<file path="src/rtl/supv_reset_pkg.sv">
package supv_reset_pkg;

  typedef enum logic [1:0] {
    CAUSE_POWER  = 2'd0,
    CAUSE_UV     = 2'd1,
    CAUSE_MANUAL = 2'd2,
    CAUSE_WDOG   = 2'd3
  } cause_e;

  // Strobes from control to datapath
  typedef struct packed {
    logic loadActive;   // reload the hold counter to its full period
    logic decActive;    // count the hold counter down by one
  } ctrlStrobe_t;

endpackage

</file>
<file path="src/rtl/supv_reset_dp.sv">
module supv_reset_dp
  import supv_reset_pkg::*;
#(
  parameter int ACTIVE_CYCLES = 200,
  parameter int MR_MIN_LOW    = 8,
  parameter int SYNC_STAGES   = 2
) (
  input  logic        clk,
  input  logic        arstN,
  input  logic        mrN,
  input  ctrlStrobe_t strobe,
  output logic        mrAccepted,
  output logic        activeDone
);

  localparam int CW = $clog2(ACTIVE_CYCLES + 1);
  localparam logic [CW-1:0] ACTIVE_LOAD = CW'(ACTIVE_CYCLES);

  // Synchronizer for the asynchronous manual reset pin
  logic [SYNC_STAGES-1:0] syncQ;
  logic                   mrSync;

  always_ff @(posedge clk or negedge arstN) begin
    if (!arstN) syncQ <= '1;
    else        syncQ <= {syncQ[SYNC_STAGES-2:0], mrN};
  end
  assign mrSync = syncQ[SYNC_STAGES-1];

  // Minimum-width filter: accept after MR_MIN_LOW consecutive low samples
  generate
    if (MR_MIN_LOW <= 1) begin : g_noFilter
      always_ff @(posedge clk or negedge arstN) begin
        if (!arstN) mrAccepted <= 1'b0;
        else        mrAccepted <= ~mrSync;
      end
    end else begin : g_widthFilter
      localparam int LW = $clog2(MR_MIN_LOW);
      localparam logic [LW-1:0] LOW_LAST = LW'(MR_MIN_LOW - 1);
      logic [LW-1:0] lowCnt;

      always_ff @(posedge clk or negedge arstN) begin
        if (!arstN) begin
          lowCnt     <= '0;
          mrAccepted <= 1'b0;
        end else if (mrSync) begin
          lowCnt     <= '0;
          mrAccepted <= 1'b0;
        end else begin
          if (lowCnt == LOW_LAST) mrAccepted <= 1'b1;
          else                    lowCnt     <= lowCnt + 1'b1;
        end
      end
    end
  endgenerate

  // Reset hold counter
  logic [CW-1:0] activeCnt;

  always_ff @(posedge clk or negedge arstN) begin
    if (!arstN)                 activeCnt <= ACTIVE_LOAD;
    else if (strobe.loadActive) activeCnt <= ACTIVE_LOAD;
    else if (strobe.decActive)  activeCnt <= activeCnt - 1'b1;
  end

  assign activeDone = (activeCnt == '0);

endmodule

</file>
<file path="src/rtl/supv_reset_ctrl.sv">
module supv_reset_ctrl
  import supv_reset_pkg::*;
(
  input  logic        clk,
  input  logic        arstN,
  input  logic        uvIn,
  input  logic        mrAccepted,
  input  logic        wdTimeout,
  input  logic        activeDone,
  output ctrlStrobe_t strobe,
  output logic        rstActive,
  output logic        causeValid,
  output cause_e      causeCode
);

  logic   causeNow;
  logic   rstQ;
  logic   startNow;
  cause_e nextCode;

  always_comb begin
    causeNow          = uvIn | mrAccepted | wdTimeout;
    startNow          = causeNow & ~rstQ;
    strobe.loadActive = causeNow;
    strobe.decActive  = ~causeNow & ~activeDone;
    if (uvIn)            nextCode = CAUSE_UV;
    else if (mrAccepted) nextCode = CAUSE_MANUAL;
    else                 nextCode = CAUSE_WDOG;
  end

  always_ff @(posedge clk or negedge arstN) begin
    if (!arstN) begin
      rstQ       <= 1'b1;
      causeValid <= 1'b0;
      causeCode  <= CAUSE_POWER;
    end else begin
      rstQ       <= causeNow | ~activeDone;
      causeValid <= startNow;
      if (startNow) causeCode <= nextCode;
    end
  end

  assign rstActive = rstQ;

endmodule

</file>
<file path="src/rtl/supv_reset_gen.sv">
module supv_reset_gen
  import supv_reset_pkg::*;
#(
  parameter int ACTIVE_CYCLES = 200,
  parameter int MR_MIN_LOW    = 8
) (
  input  logic       clk,
  input  logic       arstN,
  input  logic       uvIn,
  input  logic       mrN,
  input  logic       wdTimeout,
  output logic       rstOut,
  output logic       rstOutN,
  output logic       causeValid,
  output logic [1:0] causeCode
);

  ctrlStrobe_t strobe;
  logic        mrAccepted;
  logic        activeDone;
  logic        rstActive;
  cause_e      codeQ;

  supv_reset_dp #(
    .ACTIVE_CYCLES(ACTIVE_CYCLES),
    .MR_MIN_LOW   (MR_MIN_LOW),
    .SYNC_STAGES  (2)
  ) u_dp (
    .clk       (clk),
    .arstN     (arstN),
    .mrN       (mrN),
    .strobe    (strobe),
    .mrAccepted(mrAccepted),
    .activeDone(activeDone)
  );

  supv_reset_ctrl u_ctrl (
    .clk       (clk),
    .arstN     (arstN),
    .uvIn      (uvIn),
    .mrAccepted(mrAccepted),
    .wdTimeout (wdTimeout),
    .activeDone(activeDone),
    .strobe    (strobe),
    .rstActive (rstActive),
    .causeValid(causeValid),
    .causeCode (codeQ)
  );

  assign rstOut    = rstActive;
  assign rstOutN   = ~rstActive;
  assign causeCode = codeQ;

endmodule

</file>
<file path="config.mk">
export PLATFORM = sky130hd
export DESIGN_NAME = supv_reset_gen
export DESIGN_NICKNAME = d
export VERILOG_FILES = /design/src/rtl/supv_reset_pkg.sv /design/src/rtl/supv_reset_dp.sv /design/src/rtl/supv_reset_ctrl.sv /design/src/rtl/supv_reset_gen.sv
export SDC_FILE = /design/constraint.sdc
export NUM_CORES = 1
export LEC_CHECK = 0
export ABC_AREA = 1
export BUFFER_PORTS_ARGS = -buffer_cell sky130_fd_sc_hd__buf_4
export CAP_MARGIN = 20
export CORE_MARGIN = 3
export CORE_UTILIZATION = 35
export DETAILED_ROUTE_END_ITERATION = 10
export HOLD_SLACK_MARGIN = 0.1
export PLACE_DENSITY = 0.64
export SLEW_MARGIN = 25
export SYNTH_ARGS = -nofsm -noshare
export SYNTH_HDL_FRONTEND = slang
export SYNTH_HIERARCHICAL = 1
export SYNTH_SLANG_ARGS = --single-unit
</file>
<file path="constraint.sdc">
create_clock -name clk -period 5.1 [get_ports clk]
set_clock_uncertainty 0.1 [all_clocks]
set_input_delay 0.255 -clock clk [delete_from_list [all_inputs] [get_ports clk]]
set_output_delay 0.255 -clock clk [all_outputs]
set_load 0.1 [all_outputs]
</file>
==> metrics, run 1 <==
sequential-to-total area share from yosys stat=51.62%; Synth Area in Adders=5.642%; Hold Path Class=primary input to flop; cell taking the most area after synthesis=dfrtp_1; initial antenna violation count=0; crit-path max FO=4; Clock Sinks=18; setup TNS=0 ns; startpoint types=flop; Net Count, Synth=112; Starting Density=38.62%; Reg clk slew, reported paths=0.11 ns; Max VDD drop=0.1632 mV; R2R cell count=7; Max Cap Viol=0; Area growth syn-to-layout=17.07%; Post-CTS Setup Repair Bufs=0; final hold vios=0; Detailed Route WL=1.412 mm; met3 WL=66 µm; post-route ant nets=0; most frequent cell after synthesis=nand2_1; Starting DRT DRC Count=16; worst setup margin=3.327 ns; maximum number of pins on one net before global-route repair=19; Die Area=0.003175 mm²; Port Buffers=9; XOR/XNOR Fraction of Synth Area=0%; Power Dens Cells=297.8 mW/mm²; ys flop type=dfrtp_1; Post-synth EDFFs=0; DR DRC count=0; DR top layer=met4; n_diodes=0; list of most frequent post-synthesis cells=nand2_1 (22), inv_1 (16), dfrtp_1 (12), nand3_1 (9), nor2_1 (8); CTS tree=built; HP Start=uvIn; Reg2Reg Setup Slack=3.33 ns; core area=0.002297 mm²; minimum clock period=1.773 ns; wire length per cell=9.738 µm; Worst Setup Slack post-DPL=3.365 ns; num rows=17; maximum clock frequency=0.5641 GHz; Inst Count DP=139; vias per inst=4.566; Final setup viols=0; RSZ-0062 raised after global routing=no; syn_area_per_cell=8.613 µm²; reg2reg end=u_dp/activeCnt[2]; simple-gate portion of the synthesized area=28.07%; Clock Path Buffers=2; Post-Route M1 WL=667 µm; WHS Endpoint=u_ctrl/causeCode[1]; main combinational cell family by area after synthesis=simple AND/OR/NAND/NOR gates; Worst EP required=5.20 ns; CTS H-Tree Depth=1; number of global-route vias before repair=622; die width=56.35 µm; Tot GR Track Use=10.59%; CP Capture Type=flop; hold depth=4; GRT overflow=0; mux cell area share after synthesis=0%; layout cells sized above 1=27.35%; WP data arrival=1.87 ns; routed vias=662; Post-DP HPWL=1.053 mm; final std cells w/o fill=145; crit path kind=flop to flop; CTS resizes=0; ys async rst share=100.0%; Yosys top cell area share=33.85%; GP Congestion=0.8592; Final Net Count=127; synth warn=6; Cells after Synth=103; TritonCTS Buffers=3; outcome=complete, no violations; Synth Register Bits=18; metal2 WL=658 µm; Max Slew Vio Count=0; synth top area cells=dfrtp_1 (34%), dfstp_2 (18%), nand2_1 (9.3%), inv_1 (6.8%), ha_1 (5.6%); post-synthesis compound-gate area fraction=6.206%; worst skew pair latency=0.30 ns; Fillers=220; chip height=56.35 µm; Rel. slew slack=76.63%; detailed-router iteration count before antenna repair=4; reg2reg start=u_dp/activeCnt[2]; period utilization=34.76%; global-route wire length before repair=2.608 mm; Synth cell types=19; P_leak=0.5608 nW; I/O pins=10; Clock Tree Root=clkbuf_4; Slew @ Worst Pin=0.3493 ns; Post-Syn Area=887.1 µm²
[registers in the layout, summed over array words and instances, names as in the netlist]
| name | count |
|---|---|
| u_ctrl/causeValid | 1 |
| u_ctrl/causeCode | 2 |
| u_dp/g_widthFilter.lowCnt | 3 |
| u_dp/activeCnt | 8 |
| u_dp/syncQ | 2 |
| u_dp/mrAccepted | 1 |
| u_ctrl/rstActive | 1 |
[worst max-delay path: stages, from the launching register on]
cell and delay, ns:
dfrtp_1 0.43, or2_4 0.28, nor3_1 0.25, nor2_1 0.16
nor2_4 0.17, nor2_2 0.07, o21ai_0 0.16, a21oi_1 0.05
[through the flow]
stage          power (mW)  area [µm²]  util (%)  hold WS [ns]
2_1_floorplan      0.2078       887.1         -       -0.1406
3_3_place_gp       0.2188       982.2     42.76       0.03591
3_5_place_dp       0.2226       982.2     42.76       0.03932
4_1_cts            0.3142        1039     45.21        0.1374
5_1_grt            0.3315        1039     45.21        0.1554
6_report           0.3093        1039     45.21        0.1480
[placed cells by master, fill, tap and decap left out, types with 3 or more instances in the layout]
master    netlist  routed
nand2_1        22      22
inv_1          16      16
dfrtp_1        12      12
buf_4           1       9
nand3_1         9       9
nor2_1          8       8
dfstp_2         6       6
o21ai_0         5       5
nand2_2         4       4
ha_1            4       4
clkbuf_4        0       3
nor2_2          3       3
a21oi_1         3       3
[worst max-delay path by stage]
stage | startpoint | endpoint | slack (ns)
2_1_floorplan | u_ctrl/rstActive | rstOutN | 3.37
3_3_place_gp | u_dp/activeCnt[2] | u_dp/activeCnt[2] | 3.42
3_5_place_dp | u_dp/activeCnt[2] | u_dp/activeCnt[2] | 3.37
4_1_cts | u_dp/activeCnt[2] | u_dp/activeCnt[2] | 3.34
5_1_grt | u_dp/activeCnt[2] | u_dp/activeCnt[2] | 3.20
6_report | u_dp/activeCnt[2] | u_dp/activeCnt[2] | 3.33
[area by class of cell]
| cell class | instances | area (µm²) | area share [%] |
|---|---|---|---|
| Sequential cell | 18 | 457.9 | 44.10 |
| Clock buffer | 4 | 36.28 | 3.494 |
| Multi-Input combinational cell | 66 | 354.1 | 34.10 |
| Timing Repair Buffer | 11 | 87.58 | 8.434 |
| Inverter | 18 | 67.56 | 6.506 |
| Tap cell | 28 | 35.03 | 3.373 |
[where the power goes]
group,switching [mW],internal [mW],total [mW]
clock network,0.0458,0.0435,0.0893
logic,0.0306,0.0214,0.0520
registers,0.00982,0.158,0.168
total,0.0862,0.223,0.309
[timing repair]
item / in CTS / in global routing
hold buffers: 2 / 0
hold endpoints to repair: 19 / 0
endpoints found under the setup margin: 0 / 0
[metal layers]
metal  global-route usage [%]  up-vias
met2                    16.03       20
met1                    13.53      294
met3                    2.759        2
met4                    6.102        0
met5                        0        -
li1                         -      346
[logic make-up after synthesis]
family / after synthesis
flip-flops: 18
buffers and inverters: 19
adder cells (fa/ha/maj): 4
AO/OA/AOI/OAI: 10
AND/OR/NAND/NOR: 52
(Power assumes the default switching activity.)
==> run 2, diff against run 1 <==
--- a/config.mk
+++ b/config.mk
@@ -12,7 +12,7 @@
 export CORE_UTILIZATION = 35
 export DETAILED_ROUTE_END_ITERATION = 10
 export HOLD_SLACK_MARGIN = 0.1
-export PLACE_DENSITY = 0.64
+export PLACE_DENSITY = 0.66
 export SLEW_MARGIN = 25
 export SYNTH_ARGS = -nofsm -noshare
 export SYNTH_HDL_FRONTEND = slang
==> constraint.sdc (replaced) <==
create_clock -name clk -period 1.58 [get_ports clk]
set_clock_uncertainty 0.1 [all_clocks]
set_input_delay 0.079 -clock clk [delete_from_list [all_inputs] [get_ports clk]]
set_output_delay 0.079 -clock clk [all_outputs]
set_load 0.1 [all_outputs]
==> run 2 against run 1 <==
  * Clock power grew to 3.3 times the previous value
  * Global-route usage is 3.4 points higher
  * First-iteration DRC count is 38% lower
  * Maximum frequency increased by 13%
  * Largest cell class unchanged
  * Highest routed layer unchanged
==> metrics, run 2 (synthesis results as in run 1) <==
outcome=complete, no violations; post-layout total power=1.065 mW; n_diodes=0; WP data arrival=1.67 ns; Power Dens Cells=833.5 mW/mm²; period utilization=99.23%; Detailed Route WL=1.938 mm; Worst EP required=1.68 ns; crit-path max FO=5; minimum clock period=1.568 ns; Biggest register=u_dp/activeCnt; CP bufs+invs=0; Clock Sinks=18; max reg flops=8; vias per inst=4.669; Top cell by count, worst path=nor2_4; maximum number of pins on one net before global-route repair=13; Slew @ Worst Pin=0.6114 ns; commonest non-fill, non-tap cell in the layout=buf_4; Clock Tree Root=clkbuf_4; core area=0.002297 mm²; setup TNS=0 ns; TritonCTS Buffers=3; Reg clk slew, reported paths=0.11 ns; Max VDD drop=0.5253 mV; Starting DRT DRC Count=10; routed vias=761; final hold vios=0; Tot GR Track Use=14.03%; detailed-router iteration count before antenna repair=4; GP Congestion=0.8302; chip height=56.35 µm; global-route wire length before repair=3.353 mm; CP Capture Type=flop; post-route ant nets=0; die width=56.35 µm; I/O pins=10; Hold Path Class=primary input to async pin; Die Area=0.003175 mm²; most frequent cells in the layout=buf_4 (23), nand2_1 (20), inv_1 (13), dfrtp_1 (12), nor2_1 (7); Area growth syn-to-layout=44.01%; initial antenna violation count=0; GRT overflow=0; crit path kind=flop to flop; Max Cap Viol=0; worst setup margin=0.01221 ns; worst skew pair latency=0.30 ns; final hold slack=0.2059 ns; DR DRC count=0; number of global-route vias before repair=767; crit path cell chain=or2_4 -> nor3_4 -> nor2_4 -> nor2_4 -> nor2_4 -> a21oi_2 -> nor2_1; Worst path max stage delay=0.40 ns; Max Slew Vio Count=0; Clock Path Buffers=2; top cell family by delay on the critical path=simple AND/OR/NAND/NOR gates; RSZ-0062 raised after global routing=yes; CTS tree=built; wire length per cell=11.89 µm; Top Registers=u_dp/activeCnt x8, u_dp/g_widthFilter.lowCnt x3; startpoint types=flop; Slowest-stage cell, CP=dfrtp_1; Final setup viols=0; CTS H-Tree Depth=1; Worst Setup Slack post-DPL=-0.03191 ns; maximum clock frequency=0.6378 GHz; Starting Density=38.62%; Final Net Count=145; Post-DP HPWL=1.145 mm; Rel. slew slack=59.11%; Port Buffers=9; layout cells sized above 1=46.67%; num rows=17; P_leak=0.6591 nW
run 2: per-layer routing:
layer  vias up  share of wire, %  global-route usage [%]
met5         -                 0                       0
met4         0               4.6                   10.17
met3         8               2.3                   2.299
met2        14                52                   23.87
met1       357                41                   15.66
li1        382                 -                       -
run 2: final timing paths:
check                                  start                end  slack, ns  depth (start not counted)
max                        u_dp/activeCnt[2]  u_dp/activeCnt[5]       0.01                          7
min                                    arstN   u_ctrl/rstActive       0.21                          2
max reg2reg                u_dp/activeCnt[2]  u_dp/activeCnt[5]       0.01                          7
min reg2reg                    u_dp/syncQ[0]      u_dp/syncQ[1]       0.26                          0
max in group asynchronous              arstN  u_dp/activeCnt[4]       0.15                          3
min in group clk               u_dp/syncQ[0]      u_dp/syncQ[1]       0.26                          0
run 2: power by group:
part	internal, mW	switching [mW]	total, mW
sequential	0.511	0.0299	0.541
clock	0.141	0.154	0.295
combinational	0.104	0.125	0.229
run 2: what timing repair did:
item                                    CTS  global route
hold buffers                              5             0
endpoints found under the hold margin    23             0
setup buffers                             8             3
resized for setup                        12            13
endpoints found under the setup margin    2             7
pin swaps                                 7            11
cloned                                    0             0
run 2: final cells by class:
type / instances / area, µm²
flip-flops and latches: 18 / 457.9
fillers: 203 / 1020
multi-input cells: 66 / 444.2
repair buffers: 29 / 234.0
well taps: 28 / 35.03
inverters: 18 / 70.07
clock buffers: 4 / 36.28
run 2: per-stage QoR:
stage               std cells  util, %  cell area [µm²]
finish                    163    55.61             1277
global route              163    55.61             1277
CTS                       161    52.72             1211
detailed placement        144    44.72             1027
global placement          144    44.72             1027
floorplan                 103        -            894.6
